<file path="src/rtl/nst_pkg.sv">
package nst_pkg;

  localparam int unsigned OFS_W = 5;

  localparam logic [OFS_W-1:0] OFS_TIME_LO  = 5'h00;
  localparam logic [OFS_W-1:0] OFS_TIME_HI  = 5'h04;
  localparam logic [OFS_W-1:0] OFS_ALRM_LO  = 5'h08;
  localparam logic [OFS_W-1:0] OFS_ALRM_HI  = 5'h0C;
  localparam logic [OFS_W-1:0] OFS_IRQ_EN   = 5'h10;
  localparam logic [OFS_W-1:0] OFS_CANCEL   = 5'h14;
  localparam logic [OFS_W-1:0] OFS_STATUS   = 5'h18;
  localparam logic [OFS_W-1:0] OFS_ACK      = 5'h1C;

  typedef struct packed {
    logic        time_ld;
    logic        alrm_ld;
    logic        en_wr;
    logic        en_val;
    logic        cancel;
    logic        ack;
    logic [63:0] ld_val;
  } nst_cmd_t;

endpackage

</file>
<file path="src/rtl/nst_counter.sv">
module nst_counter #(
  parameter int unsigned STEP_NS = 4
) (
  input  logic        clk,
  input  logic        rst_n,
  input  logic        ld_i,
  input  logic [63:0] ld_val_i,
  output logic [63:0] cnt_o
);

  localparam logic [63:0] STEP = 64'(STEP_NS);

  logic [63:0] cnt_q, cnt_d;

  always_comb begin
    cnt_d = cnt_q + STEP;
    if (ld_i) cnt_d = ld_val_i;
  end

  always_ff @(posedge clk or negedge rst_n) begin
    if (!rst_n) cnt_q <= '0;
    else        cnt_q <= cnt_d;
  end

  assign cnt_o = cnt_q;

  a_r1_step: assert property (@(posedge clk) disable iff (!rst_n)
    !ld_i |=> cnt_q == $past(cnt_q) + STEP);

  a_r3_load: assert property (@(posedge clk) disable iff (!rst_n)
    ld_i |=> cnt_q == $past(ld_val_i));

endmodule

</file>
<file path="src/rtl/nst_alarm.sv">
module nst_alarm (
  input  logic        clk,
  input  logic        rst_n,
  input  logic [63:0] cnt_i,
  input  logic        arm_i,
  input  logic [63:0] arm_val_i,
  input  logic        cancel_i,
  input  logic        ack_i,
  input  logic        en_wr_i,
  input  logic        en_val_i,
  output logic [63:0] cmp_o,
  output logic        armed_o,
  output logic        en_o,
  output logic        irq_o
);

  logic [63:0] cmp_q, cmp_d;
  logic        armed_q, armed_d;
  logic        pend_q, pend_d;
  logic        en_q, en_d;
  logic        fire;

  assign fire = armed_q & ~arm_i & ~cancel_i & (cnt_i >= cmp_q);

  always_comb begin
    cmp_d   = cmp_q;
    armed_d = armed_q;
    pend_d  = pend_q;
    en_d    = en_q;
    if (arm_i) begin
      cmp_d   = arm_val_i;
      armed_d = 1'b1;
    end else if (cancel_i || fire) begin
      armed_d = 1'b0;
    end
    if (fire)       pend_d = 1'b1;
    else if (ack_i) pend_d = 1'b0;
    if (en_wr_i)    en_d   = en_val_i;
  end

  always_ff @(posedge clk or negedge rst_n) begin
    if (!rst_n) begin
      cmp_q   <= '0;
      armed_q <= 1'b0;
      pend_q  <= 1'b0;
      en_q    <= 1'b0;
    end else begin
      cmp_q   <= cmp_d;
      armed_q <= armed_d;
      pend_q  <= pend_d;
      en_q    <= en_d;
    end
  end

  assign cmp_o   = cmp_q;
  assign armed_o = armed_q;
  assign en_o    = en_q;
  assign irq_o   = pend_q & en_q;

  a_r6_fire: assert property (@(posedge clk) disable iff (!rst_n)
    (armed_q && !arm_i && !cancel_i && cnt_i >= cmp_q) |=> (pend_q && !armed_q));

  a_r4_arm: assert property (@(posedge clk) disable iff (!rst_n)
    arm_i |=> (armed_q && cmp_q == $past(arm_val_i)));

  a_r7_cancel: assert property (@(posedge clk) disable iff (!rst_n)
    (cancel_i && !arm_i) |=> (!armed_q && pend_q == $past(pend_q)));

  a_r9_ack: assert property (@(posedge clk) disable iff (!rst_n)
    (ack_i && !(armed_q && !arm_i && !cancel_i && cnt_i >= cmp_q)) |=> !irq_o);

endmodule

</file>
<file path="src/rtl/nst_regbus.sv">
module nst_regbus
  import nst_pkg::*;
#(
  parameter int unsigned ADDR_W = 5
) (
  input  logic              clk,
  input  logic              rst_n,
  input  logic [ADDR_W-1:0] addr_i,
  input  logic              wr_i,
  input  logic [31:0]       wdata_i,
  input  logic              rd_i,
  input  logic [63:0]       cnt_i,
  input  logic [63:0]       cmp_i,
  input  logic              armed_i,
  input  logic              en_i,
  output nst_cmd_t          cmd_o,
  output logic [31:0]       rdata_o
);

  logic hit_tlo, hit_thi, hit_alo, hit_ahi, hit_en, hit_can, hit_sts, hit_ack;

  assign hit_tlo = (addr_i == ADDR_W'(OFS_TIME_LO));
  assign hit_thi = (addr_i == ADDR_W'(OFS_TIME_HI));
  assign hit_alo = (addr_i == ADDR_W'(OFS_ALRM_LO));
  assign hit_ahi = (addr_i == ADDR_W'(OFS_ALRM_HI));
  assign hit_en  = (addr_i == ADDR_W'(OFS_IRQ_EN));
  assign hit_can = (addr_i == ADDR_W'(OFS_CANCEL));
  assign hit_sts = (addr_i == ADDR_W'(OFS_STATUS));
  assign hit_ack = (addr_i == ADDR_W'(OFS_ACK));

  logic [31:0] thi_q, thi_d;
  logic [31:0] ahi_q, ahi_d;
  logic [31:0] snap_q, snap_d;
  logic [31:0] rdata_q, rdata_d;
  logic [31:0] rd_mux;

  always_comb begin
    cmd_o         = '0;
    cmd_o.time_ld = wr_i & hit_tlo;
    cmd_o.alrm_ld = wr_i & hit_alo;
    cmd_o.en_wr   = wr_i & hit_en;
    cmd_o.en_val  = wdata_i[0];
    cmd_o.cancel  = wr_i & hit_can & wdata_i[0];
    cmd_o.ack     = wr_i & hit_ack & wdata_i[0];
    cmd_o.ld_val  = hit_tlo ? {thi_q, wdata_i} : {ahi_q, wdata_i};
  end

  always_comb begin
    rd_mux = '0;
    if (hit_tlo) rd_mux = cnt_i[31:0];
    if (hit_thi) rd_mux = snap_q;
    if (hit_alo) rd_mux = cmp_i[31:0];
    if (hit_ahi) rd_mux = cmp_i[63:32];
    if (hit_en)  rd_mux = {31'd0, en_i};
    if (hit_sts) rd_mux = {31'd0, armed_i};
  end

  always_comb begin
    thi_d   = thi_q;
    ahi_d   = ahi_q;
    snap_d  = snap_q;
    rdata_d = rdata_q;
    if (wr_i && hit_thi) thi_d  = wdata_i;
    if (wr_i && hit_ahi) ahi_d  = wdata_i;
    if (rd_i && hit_tlo) snap_d = cnt_i[63:32];
    if (rd_i)            rdata_d = rd_mux;
  end

  always_ff @(posedge clk or negedge rst_n) begin
    if (!rst_n) begin
      thi_q   <= '0;
      ahi_q   <= '0;
      snap_q  <= '0;
      rdata_q <= '0;
    end else begin
      thi_q   <= thi_d;
      ahi_q   <= ahi_d;
      snap_q  <= snap_d;
      rdata_q <= rdata_d;
    end
  end

  assign rdata_o = rdata_q;

  a_r2_snapshot: assert property (@(posedge clk) disable iff (!rst_n)
    (rd_i && hit_tlo) |=> snap_q == $past(cnt_i[63:32]));

  a_r11_hold: assert property (@(posedge clk) disable iff (!rst_n)
    !rd_i |=> $stable(rdata_q));

  a_r5_stage: assert property (@(posedge clk) disable iff (!rst_n)
    (wr_i && hit_thi) |=> thi_q == $past(wdata_i));

endmodule

</file>
<file path="src/rtl/nstimer_top.sv">
module nstimer_top
  import nst_pkg::*;
#(
  parameter int unsigned STEP_NS = 4,
  parameter int unsigned ADDR_W  = 5
) (
  input  logic              clk,
  input  logic              rst_n,
  input  logic [ADDR_W-1:0] bus_addr,
  input  logic              bus_wr,
  input  logic [31:0]       bus_wdata,
  input  logic              bus_rd,
  output logic [31:0]       bus_rdata,
  output logic              irq_o
);

  logic [1:0] rst_sync_q;
  logic       rst_int_n;

  always_ff @(posedge clk or negedge rst_n) begin
    if (!rst_n) rst_sync_q <= 2'b00;
    else        rst_sync_q <= {rst_sync_q[0], 1'b1};
  end

  assign rst_int_n = rst_sync_q[1];

  nst_cmd_t    cmd;
  logic [63:0] cnt;
  logic [63:0] cmp;
  logic        armed;
  logic        en;

  nst_regbus #(.ADDR_W(ADDR_W)) u_bus (
    .clk     (clk),
    .rst_n   (rst_int_n),
    .addr_i  (bus_addr),
    .wr_i    (bus_wr),
    .wdata_i (bus_wdata),
    .rd_i    (bus_rd),
    .cnt_i   (cnt),
    .cmp_i   (cmp),
    .armed_i (armed),
    .en_i    (en),
    .cmd_o   (cmd),
    .rdata_o (bus_rdata)
  );

  nst_counter #(.STEP_NS(STEP_NS)) u_cnt (
    .clk      (clk),
    .rst_n    (rst_int_n),
    .ld_i     (cmd.time_ld),
    .ld_val_i (cmd.ld_val),
    .cnt_o    (cnt)
  );

  nst_alarm u_alm (
    .clk       (clk),
    .rst_n     (rst_int_n),
    .cnt_i     (cnt),
    .arm_i     (cmd.alrm_ld),
    .arm_val_i (cmd.ld_val),
    .cancel_i  (cmd.cancel),
    .ack_i     (cmd.ack),
    .en_wr_i   (cmd.en_wr),
    .en_val_i  (cmd.en_val),
    .cmp_o     (cmp),
    .armed_o   (armed),
    .en_o      (en),
    .irq_o     (irq_o)
  );

  a_r11_reset_quiet: assert property (@(posedge clk) disable iff (!rst_int_n)
    $rose(rst_int_n) |-> (!irq_o && bus_rdata == 32'd0));

endmodule

</file>
<file path="config.mk">
export PLATFORM = sky130hd
export DESIGN_NAME = nstimer_top
export DESIGN_NICKNAME = d
export VERILOG_FILES = /design/src/rtl/nst_pkg.sv /design/src/rtl/nst_counter.sv /design/src/rtl/nst_alarm.sv /design/src/rtl/nst_regbus.sv /design/src/rtl/nstimer_top.sv
export SDC_FILE = /design/constraint.sdc
export NUM_CORES = 1
export LEC_CHECK = 0
export ABC_AREA = 1
export CAP_MARGIN = 20
export CORE_MARGIN = 2
export CORE_UTILIZATION = 45
export DETAILED_ROUTE_END_ITERATION = 12
export PLACE_DENSITY = 0.61
export SKIP_CTS_REPAIR_TIMING = 1
export SYNTH_ARGS = -nofsm -noshare
export SYNTH_HDL_FRONTEND = slang
export SYNTH_SLANG_ARGS = --single-unit
</file>
<file path="constraint.sdc">
create_clock -name clk -period 18.3 [get_ports clk]
set_input_delay 1.83 -clock clk [delete_from_list [all_inputs] [get_ports clk]]
set_output_delay 1.83 -clock clk [all_outputs]
set_load 0.02 [all_outputs]
</file>
# Word-level counts from Yosys, hierarchy flattened

Index checks and enable logic that the tools add are counted.

$add $sub $neg: 1
$lt $le $gt $ge: 1
Equal/unequal tests: 7
Multiplexer cells: 12
Bitwise logic cells: 13
Reduce and logical (&&, ||, !) cells: 7

Operator list:

| operator                | number |
|---|---|
| $mux W32                | 6 |
| $mux W64                | 2 |
| $add A64 B3 Y64 const B | 1 |
| $ge A64 B64 Y1          | 1 |
| $eq A5 B5 Y1 const B    | 4 |
| $and A1 B1 Y1           | 11 |
| $eq A5 B4 Y1 const B    | 2 |
| $eq A5 B3 Y1 const B    | 1 |
| $logic_not A5 Y1        | 1 |
| $mux W1                 | 4 |
| $reduce_bool A2 Y1      | 2 |
| $logic_and A1 B1 Y1     | 3 |
| $not A1 Y1              | 2 |
| $logic_or A1 B1 Y1      | 1 |

Flip-flop bits (word level): 261
Input port bits: 41
Output and inout port bits: 33
Logic and storage cells: 51

# Depth between registers and ports, before layout

Gate-level depths: netlist (run 1).

Word-level depth: 9
Gate-level depth with buffers: 17
Mapped depth without buffers: 17

# Hierarchy

Synthesis (run 1) repeated with hierarchy kept, for this count alone.

Cells, all modules: 2,005
Area total of the unflattened synthesis: 15,006.9 um^2

By module, submodules not included:

| module      | times used | cells an instance | area each (um^2) | seq. area each (um^2) |
|---|---|---|---|---|
| nst_regbus  | 1          | 819               | 6,538.8          | 3,203.1 |
| nst_counter | 1          | 680               | 4,349.2          | 1,601.5 |
| nst_alarm   | 1          | 503               | 4,065.1          | 1,676.6 |
| nstimer_top | 1          | 3                 | 53.8             | 50.0 |

# Least setup slack after synthesis (run 1)

No wires, ideal clock.

Path kind: in2reg
Start: input port bus_addr[0]
End: register u_cnt.cnt_q[44] (netlist: u_cnt.cnt_o[44])
Setup time: 0.117 ns
Arrival: 2.938 ns
Data required time: 18.183 ns
Slack: 15.244 ns
Stages: 10
Buffers on the path: 2
Cells stage by stage: inv_1 nand2_1 inv_2 nand3_1 nor2_1 inv_2 buf_2 buf_1 nand2_1 nand2_1

Longest elaborated chain between the ends: 3
Elaborated cells between the ends (all ways): 4
Those cells by class: 2 x mux; 1 x bitwise; 1 x reduce/logical

RTL lines:

| what                                             | line                               | source |
|---|---|---|
| start, declared                                  | nstimer_top.sv:9                   | `input logic [ADDR_W-1:0] bus_addr,` |
| $logic_not A5 Y1 *                               | nst_regbus.sv:22                   | `assign hit_tlo = (addr_i == ADDR_W'(OFS_TIME_LO));` |
| $mux W64 / $and A1 B1 Y1 (equally long branches) | nst_regbus.sv:45, nst_regbus.sv:39 |  |
| $mux W64 *                                       | nst_counter.sv:17                  | `if (ld_i) cnt_d = ld_val_i;` |
| via u_cnt.cnt_d[44]                              | nst_counter.sv:13                  | `logic [63:0] cnt_q, cnt_d;` |
| end signal, assigned                             | nst_counter.sv:22                  | `else cnt_q <= cnt_d;` |
| end, declared                                    | nst_counter.sv:13                  |  |

The timed path passes the listed nets; every way through them passes the cells marked *.
A chain may end at the register's enable or synchronous reset.

# Final worst setup path (run 1)

Start: input port bus_addr[4]
End: register u_bus.snap_q[22]

Longest elaborated chain between the ends: 2

RTL lines:

| what                 | line             | source |
|---|---|---|
| $logic_not A5 Y1     | nst_regbus.sv:22 |  |
| $logic_and A1 B1 Y1  | nst_regbus.sv:65 | `if (rd_i && hit_tlo) snap_d = cnt_i[63:32];` |
| end signal, assigned | nst_regbus.sv:78 | `snap_q <= snap_d;` |
| end, declared        | nst_regbus.sv:33 | `logic [31:0] snap_q, snap_d;` |

No other way between the ends.

==> results of run 1 <==
-- Yosys cell counts --
master     instances
or2_2              2
nor2_1           103
a31oi_1            9
and3b_1            1
nand3_1           75
ha_1              65
nand2_1          420
o221ai_1          24
o211ai_1           6
nand3_4            1
nor2_2             3
mux2_2             4
buf_1              3
o21a_1             3
o2111ai_1          6
nor3_2             3
and3_1             1
nand2_2            3
clkbuf_1          60
a21o_1             1
buf_4              1
buf_2             10
nand3b_1           3
inv_1            246
nor4_1             2
nor2_8             1
nand2_4            1
o21ai_1           10
nand4_1           36
nor3b_1            3
xor2_1            40
nor3_1            32
o21ai_0          295
a21oi_1           35
dfrtp_1          261
nor2_4             3
conb_1             1
inv_2              5
-- sequential cells by signal (all words and copies together), names as in the netlist --
register and flops:
u_cnt.cnt_o 64, rst_sync_q 2, u_alm.en_o 1, u_bus.ahi_q 32
u_bus.snap_q 32, u_alm.armed_o 1, u_bus.rdata_o 32, u_alm.pend_q 1
u_alm.cmp_o 64, u_bus.thi_q 32
-- worst reg2reg max path, stage by stage (launching register included) --
cell and delay (ns):
dfrtp_4 0.82, buf_4 0.83, buf_4 0.93
-- stage by stage --
stage | utilization (%) | power (mW)
finish | 52.49 | 1.736
global placement | 49.29 | 1.132
global route | 52.49 | 1.837
detailed placement | 49.29 | 1.145
CTS | 52.43 | 1.742
floorplan | - | 1.006
-- power groups by stage --
stage	logic, mW	clock network (mW)	registers (mW)
5_1_grt	0.420	0.625	0.792
6_report	0.363	0.592	0.781
3_3_place_gp	0.347	0	0.785
4_1_cts	0.361	0.603	0.778
3_5_place_dp	0.358	0	0.786
2_1_floorplan	0.242	0	0.764
-- kinds of logic (layout without fill, tap and decap cells) --
group	Yosys count	in the layout	synth area share, %
flip-flops	261	261	46.54
AO/OA/AOI/OAI	389	389	14.93
XOR/XNOR	40	40	2.496
adder cells (fa/ha/maj)	65	65	5.795
buffers and inverters	325	394	8.808
multiplexers	4	4	0.3209
AND/OR/NAND/NOR	693	693	21.08
other	1	1	0.02672
-- routing by layer --
layer	GRT usage, %	up-vias
met2	42.40	463
met3	4.608	66
met4	7.323	0
met5	0	-
li1	-	5901
met1	42.27	5916
-- final cells by class --
type	count	share of cell area [%]
Sequential cell	261	40.59
Multi-Input combinational cell	1192	39.17
Clock inverter	8	0.4352
Timing Repair Buffer	89	5.331
Inverter	251	5.852
Tap cell	396	3.078
Clock buffer	46	5.541
-- how the worst max path moves through the flow --
stage                             from                      endpoint  slack (ns)  depth (start not counted)
2_1_floorplan  rst_sync_q[1]$_DFF_PN0_     u_alm.armed_o$_DFFE_PN0P_       10.49                          0
3_3_place_gp               bus_addr[4]  u_bus.snap_q[22]$_DFFE_PN0P_       13.11                          9
3_5_place_dp               bus_addr[4]  u_bus.snap_q[22]$_DFFE_PN0P_       13.06                          9
4_1_cts                    bus_addr[4]  u_bus.snap_q[22]$_DFFE_PN0P_       13.63                          9
5_1_grt                    bus_addr[4]     u_cnt.cnt_o[15]$_DFF_PN0_       13.40                         11
6_report                   bus_addr[4]  u_bus.snap_q[22]$_DFFE_PN0P_       13.56                          9
==> results.yml, run 1 <==
run_status:
  status: "finished, final reports clean"
setup_path:
  crit_fanout: 39
  cpLargestDelayFamily: "buffers and inverters"
  worstSetupPathType: "input pin to flip-flop"
  end_kind: "flip-flop"
  critPathMostFrequentCell: "buf_4"
  rr_startpoint: "rst_sync_q[1]$_DFF_PN0_"
  rr_worst_depth: 2
  crit_required_ns: 18.75
  crit_arrival_ns: 5.19
  slowest_delay_ns: 0.64
  slowest_stage: "inv_2"
  startpoint_type: "input pin"
  rrSetupSlack_ns: 15.69
  path_buf_inv: 6
  r2r_end: "u_bus.rdata_o[15]$_DFFE_PN0P_"
  crit_chain: "clkdlybuf4s50_1 -> inv_1 -> buf_4 -> nand3_2 -> buf_4 -> inv_2 -> nand2_2 -> buf_4 -> mux2_2"
routing:
  drt-met1-wl_um: 21480
  highest_layer: "met4"
  vias_per_cell: 5.504
  wl_per_cell_um: 20.47
  wl_met3_um: 3331
  met2_wirelength_um: 19910
  vias: 12350
  drtAntennaViolNets: 0
  initialDrtViolationCount: 1119
  drt-pass1-iter-count: 6
  totalWireLength_um: 45920
  drc: 0
global_route:
  grt_pass1_wl_um: 70970
  grt_antenna_before_repair: 0
  grt_max_degree: 76
  grt_usage_pct: 28.20
  grt_overflow_total: 0
  grt_pass1_vias: 11930
floorplanning:
  design.die.area_um2: 32620
  dieWidth_um: 180.6
  row_count: 64
  die_h_um: 180.6
  start_util_pct: 45.76
  io_pins: 74
  coreArea_um2: 30670
synth:
  synthTopCellsByArea: "dfrtp_1 (47%), nand2_1 (11%), o21ai_0 (11%)"
  syn_area_per_cell_um2: 7.894
  yosys_register_bits: 261
  syn_inst: 1778
  ys_types: 38
  syn_nets: 1884
  syn-cell-area_um2: 14030
  yosys_warnings: 0
  yosysSeqAreaShare_pct: 46.54
  netlist.top_cell.by_area: "dfrtp_1"
  synth_top_area_share_pct: 46.54
power:
  power_frac_clock_pct: 34.1
  combPwrFrac_pct: 20.9
  cellLeakagePower_nw: 7.634
  irDropWorstVdd_mv: 0.07212
  p_switching_mw: 0.5738
  sw_frac_of_total_pct: 33.06
  internal_power_mw: 1.162
  power_density_nw_per_um2: 107.8
  p_seq_share_pct: 45.0
hold_path:
  hp-class: "flip-flop to async pin"
final_layout:
  synthToLayoutAreaGrowth_pct: 14.71
  ff_latch_area_um2: 6535
  n_antenna_cell: 0
  fin_nets: 1931
  drive_above_1_share_pct: 5.198
  multiInputGateArea_um2: 6306
  final_cell_mix: "nand2_1 (417), o21ai_0 (295), dfrtp_1 (260)"
  final_common_cell: "nand2_1"
  finalNonFillerCells: 2243
  n_fill_cell: 2943
  postLayoutCellArea_um2: 16100
cts:
  cts_max_path_buffers: 3
  clock_latency_ns: 0.57
  clk_pin_slew_worst_paths_ns: 0.06
  cts_tree: "yes"
  htreeDepth: 1
  cts-root-buf: "clkbuf_16"
  clock_sinks: 261
  cts_made_buffers: 30
timing:
  relSlewSlack_pct: 33.05
  hold_ws_ns: 0.3431
  max_freq_mhz: 210.9
  hold_viol_final: 0
  rsz0062_at_grt: "no"
  tightest_slew_ns: 1.004
  setup_viol: 0
  fin_crit_ns: 4.741
  fin_setup_tns_ns: 0
  worst_slack_ns: 13.56
  post-route-period-util_pct: 25.91
  fin_skew_ns: 0.01330
  slew_viol_final: 0
place:
  gp_congestion: 0.9371
  detailedPlace.worstSlack_ns: 13.06
  hpwlAfterDp_um: 32430
  io_buffers: 73
  dp_cells: 2188
  placed_area_um2: 15120
job:
  maxCapViolations: 0
Note: power is estimated with default switching activity, not from simulation.
==> run 2, diff against run 1 <==
==> constraint.sdc (replaced) <==
create_clock -name clk -period 4.55 [get_ports clk]
set_input_delay 0.455 -clock clk [delete_from_list [all_inputs] [get_ports clk]]
set_output_delay 0.455 -clock clk [all_outputs]
set_load 0.02 [all_outputs]
==> run 2 against run 1 <==
  * Critical path depth down 1
  * Register-to-register slack worse by 14 ns
  * Highest routed layer is now met5
  * Largest cell class unchanged
  * Design area up 0.54%
==> results.yml, run 2 (synthesized netlist as in run 1, its figures left out) <==
setup_path:
  slowest_delay_ns: 0.77
  rrSetupSlack_ns: 2.01
  rr_startpoint: "u_cnt.cnt_o[55]$_DFF_PN0_"
  slowest_stage: "inv_2"
  crit_required_ns: 4.97
  worstSetupPathType: "input pin to flip-flop"
  cpLargestDelayFamily: "buffers and inverters"
  startpoint_type: "input pin"
  path_buf_inv: 3
  crit_fanout: 34
  crit_arrival_ns: 3.53
  r2r_end: "u_alm.armed_o$_DFFE_PN0P_"
  end_kind: "flip-flop"
  crit_chain: "clkdlybuf4s50_1 -> nor2_1 -> nand3_2 -> inv_2 -> nand2_2 -> buf_4 -> nand2_1 -> o21ai_0"
  rr_worst_depth: 9
final_layout:
  drive_above_1_share_pct: 5.360
  n_antenna_cell: 0
  ff_latch_area_um2: 6535
  multiInputGateArea_um2: 6306
  fin_util_pct: 52.78
  n_fill_cell: 2953
  synthToLayoutAreaGrowth_pct: 15.33
  postLayoutCellArea_um2: 16190
  finalNonFillerCells: 2243
  final_cell_mix: "nand2_1 (417), o21ai_0 (295), dfrtp_1 (260)"
  fin_nets: 1930
  final_common_cell: "nand2_1"
timing:
  fin_setup_tns_ns: 0
  post-route-period-util_pct: 68.50
  relSlewSlack_pct: 33.31
  setup_viol: 0
  tightest_slew_ns: 1.000
  max_freq_mhz: 320.9
  hold_viol_final: 0
  slew_viol_final: 0
  fin_crit_ns: 3.117
  rsz0062_at_grt: "no"
  fin_skew_ns: 0.02859
global_route:
  grt_usage_pct: 28.05
  grt_overflow_total: 0
  grt_antenna_before_repair: 2
  grt_max_degree: 98
  grt_pass1_vias: 11890
  grt_pass1_wl_um: 70810
run_status:
  status: "finished, final reports clean"
routing:
  drt-pass1-iter-count: 6
  vias: 12430
  initialDrtViolationCount: 1099
  drc: 0
  totalWireLength_um: 45440
  drtAntennaViolNets: 0
  wl_per_cell_um: 20.26
  vias_per_cell: 5.539
cts:
  clk_pin_slew_worst_paths_ns: 0.06
  cts_max_path_buffers: 3
  cts_tree: "yes"
  htreeDepth: 1
  clock_latency_ns: 0.57
  clock_sinks: 261
  cts-root-buf: "clkbuf_16"
  cts_made_buffers: 30
floorplanning:
  start_util_pct: 45.76
  coreArea_um2: 30670
  row_count: 64
  die_h_um: 180.6
  design.die.area_um2: 32620
  dieWidth_um: 180.6
  io_pins: 74
job:
  maxCapViolations: 0
place:
  hpwlAfterDp_um: 32390
  gp_congestion: 0.9800
  io_buffers: 73
  placed_area_um2: 15150
  dp_cells: 2188
power:
  cellLeakagePower_nw: 7.674
  irDropWorstVdd_mv: 0.2813
  power_density_nw_per_um2: 439.6
hold_path:
  hp-class: "input pin to async pin"
[run 2: changes by cell type in the layout (fill, tap and decap cells not counted), sizes merged]
cell      previous run  this run
clkinvlp             2         3
clkbuf              46        44
bufinv               1         3
buf                 17        16
[run 2: cell type report]
type                    count  share of cell area [%]
repair buffers             88                   5.411
clock buffers              44                   5.527
clock inverters            11                  0.8503
inverters                 251                   5.821
well taps                 396                   3.061
multi-input cells        1192                   38.96
flip-flops and latches    261                   40.37
[run 2: power breakdown]
| part | internal [mW] | switching, mW |
|---|---|---|
| clock | 1.52 | 0.990 |
| combinational | 0.536 | 0.917 |
| sequential | 2.74 | 0.406 |
| total | 4.80 | 2.31 |
[run 2: how the worst max path moves through the flow]
stage	slack, ns	to	cells past startpoint	startpoint
2_1_floorplan	0.27	u_alm.armed_o$_DFFE_PN0P_	0	rst_sync_q[1]$_DFF_PN0_
3_3_place_gp	1.0	u_bus.snap_q[6]$_DFFE_PN0P_	8	bus_addr[3]
3_5_place_dp	0.93	u_bus.snap_q[6]$_DFFE_PN0P_	8	bus_addr[3]
4_1_cts	1.48	u_bus.snap_q[0]$_DFFE_PN0P_	8	bus_addr[3]
5_1_grt	1.25	u_bus.snap_q[0]$_DFFE_PN0P_	8	bus_addr[3]
6_report	1.43	u_bus.snap_q[0]$_DFFE_PN0P_	8	bus_addr[3]
[run 2: routing by layer]
layer / global-route usage, % / vias to the layer above / part of all wire, %
li1: - / 5900 / -
met1: 41.75 / 6027 / 47
met2: 42.27 / 430 / 43
met3: 5.133 / 64 / 7.7
met4: 6.871 / 4 / 2.3
met5: 0 / - / 0.057
[run 2: metrics by stage]
stage / total power [mW] / setup slack (ns) / hold WS, ns
after floorplan: 4.043 / 0.2691 / 0.1594
after global placement: 4.567 / 0.9963 / 0.3378
after detailed placement: 4.611 / 0.9308 / 0.3411
after CTS: 7.127 / 1.483 / 0.05334
after global routing: 7.519 / 1.247 / 0.06237
final: 7.116 / 1.433 / 0.06921
==> run 3, diff against run 2 <==
==> constraint.sdc (replaced) <==
create_clock -name clk -period 3 [get_ports clk]
set_input_delay 0.3 -clock clk [delete_from_list [all_inputs] [get_ports clk]]
set_output_delay 0.3 -clock clk [all_outputs]
set_load 0.02 [all_outputs]
==> run 3 against run 2 <==
  * Clock-buffer cell count shrank 2
  * Routed wire length grew 2.5%
  * Cell count grew 0.76%
  * First-iteration DRC count grew 15%
  * Clock power grew 56%
  * Register-to-register slack lost 1.5 ns
  * Critical path depth is the same
  * Worst setup slack lost 0.93 ns
  * Global-route usage grew 0.58 points
  * Sequential power grew 51%
  * Critical path type is now flip-flop to flip-flop
  * Via count grew 0.73%
==> results.yml, run 3 (synthesized netlist as in run 1, its figures left out) <==
cts:
  clock_sinks: 261
  htreeDepth: 1
  cts_made_buffers: 30
  clock_latency_ns: 0.56
  cts-root-buf: "clkbuf_16"
  cts_max_path_buffers: 3
  clk_pin_slew_worst_paths_ns: 0.06
  cts_tree: "yes"
final_layout:
  ff_latch_area_um2: 6535
  n_antenna_cell: 0
  fin_util_pct: 53.54
  final_cell_mix: "nand2_1 (417), o21ai_0 (295), dfrtp_1 (260)"
  fin_nets: 1948
  synthToLayoutAreaGrowth_pct: 16.99
  n_fill_cell: 2919
  final_common_cell: "nand2_1"
  multiInputGateArea_um2: 6306
  drive_above_1_share_pct: 6.062
  postLayoutCellArea_um2: 16420
  finalNonFillerCells: 2260
routing:
  drc: 0
  vias_per_cell: 5.538
  vias: 12520
  drtAntennaViolNets: 0
  totalWireLength_um: 46570
  wl_per_cell_um: 20.60
  drt-pass1-iter-count: 5
  initialDrtViolationCount: 1269
global_route:
  grt_overflow_total: 0
  grt_pass1_wl_um: 71930
  grt_antenna_before_repair: 0
  grt_usage_pct: 28.63
  grt_max_degree: 97
  grt_pass1_vias: 11950
place:
  detailedPlace.worstSlack_ns: 0.4680
  placed_area_um2: 15370
  io_buffers: 73
  gp_congestion: 1.006
  dp_cells: 2205
  hpwlAfterDp_um: 33840
hold_path:
  hp-class: "flip-flop to async pin"
setup_path:
  end_kind: "flip-flop"
  rrSetupSlack_ns: 0.51
  crit_chain: "ha_1 -> inv_1 -> nor3_2 -> nand2_1 -> nor3_1 -> xor2_1 -> nand2_1 -> nand2_1"
  slowest_stage: "dfrtp_1"
  crit_required_ns: 3.49
  critPathMostFrequentCell: "nand2_1"
  slowest_delay_ns: 0.50
  path_buf_inv: 1
  worstSetupPathType: "flip-flop to flip-flop"
  startpoint_type: "flip-flop"
  crit_fanout: 6
  cpLargestDelayFamily: "simple AND/OR/NAND/NOR gates"
  crit_arrival_ns: 2.99
timing:
  fin_crit_ns: 2.494
  fin_skew_ns: 0.01516
  tightest_slew_ns: 0.6477
  hold_viol_final: 0
  relSlewSlack_pct: 56.82
  rsz0062_at_grt: "no"
  worst_slack_ns: 0.5060
  setup_viol: 0
  slew_viol_final: 0
  max_freq_mhz: 401.0
  fin_setup_tns_ns: 0
  post-route-period-util_pct: 83.13
floorplanning:
  start_util_pct: 45.76
  die_h_um: 180.6
  coreArea_um2: 30670
  design.die.area_um2: 32620
  io_pins: 74
  row_count: 64
  dieWidth_um: 180.6
run_status:
  status: "finished, final reports clean"
job:
  maxCapViolations: 0
power:
  cellLeakagePower_nw: 7.797
  power_density_nw_per_um2: 665.5
  irDropWorstVdd_mv: 0.4408
[run 3: changes by cell type in the layout (fill, tap and decap cells not counted), moves of 3 or more]
cell,delta
clkbuf_8,-4
buf_4,+10
clkinvlp_4,-3
buf_12,+7
[run 3: worst paths after layout]
check	start	end	cells past startpoint
setup / recovery	u_cnt.cnt_o[2]$_DFF_PN0_	u_cnt.cnt_o[54]$_DFF_PN0_	8
hold / removal	rst_sync_q[1]$_DFF_PN0_	u_alm.cmp_o[39]$_DFFE_PN0P_	0
setup reg to reg	u_cnt.cnt_o[2]$_DFF_PN0_	u_cnt.cnt_o[54]$_DFF_PN0_	8
hold reg to reg	rst_sync_q[1]$_DFF_PN0_	u_alm.cmp_o[39]$_DFFE_PN0P_	0
max in group asynchronous	rst_sync_q[1]$_DFF_PN0_	u_bus.rdata_o[30]$_DFFE_PN0P_	1
min in group clk	bus_rd	u_bus.rdata_o[24]$_DFFE_PN0P_	2
[run 3: area by class of cell]
cell class / count / area share (%)
clock buffer: 42 / 5.159
sequential: 261 / 39.80
tap: 396 / 3.018
clock inverter: 12 / 1.174
timing repair buffer: 106 / 6.706
inverter: 251 / 5.738
multi-input combinational: 1192 / 38.41
[run 3: worst register-to-register path: stages (launching register included)]
cell	delay, ns
dfrtp_1	0.50
ha_1	0.38
inv_1	0.14
nor3_2	0.38
nand2_1	0.27
nor3_1	0.44
xor2_1	0.20
nand2_1	0.06
nand2_1	0.05
[run 3: where the power goes]
| part | total [mW] | leakage (nW) | switching (mW) | internal (mW) |
|---|---|---|---|---|
| Combinational | 2.24 | 3.98 | 1.42 | 0.826 |
| Clock | 3.91 | 0.512 | 1.52 | 2.39 |
| Sequential | 4.77 | 3.30 | 0.609 | 4.16 |
[run 3: metal layers]
layer | routed length, um | vias up | global-route usage [%]
li1 | - | 5949 | -
met1 | 21960 | 6030 | 43.39
met2 | 19610 | 469 | 41.83
met3 | 3898 | 68 | 5.740
met4 | 1091 | 0 | 7.161
met5 | 0 | - | 0
[run 3: through the flow]
| step | hold slack [ns] | total power, mW |
|---|---|---|
| floorplan | 0.004409 | 6.131 |
| global placement | 0.3032 | 6.958 |
| detailed placement | 0.3089 | 7.024 |
| CTS | -0.1222 | 10.96 |
| global route | 0.3178 | 11.54 |
| finish | 0.3039 | 10.93 |
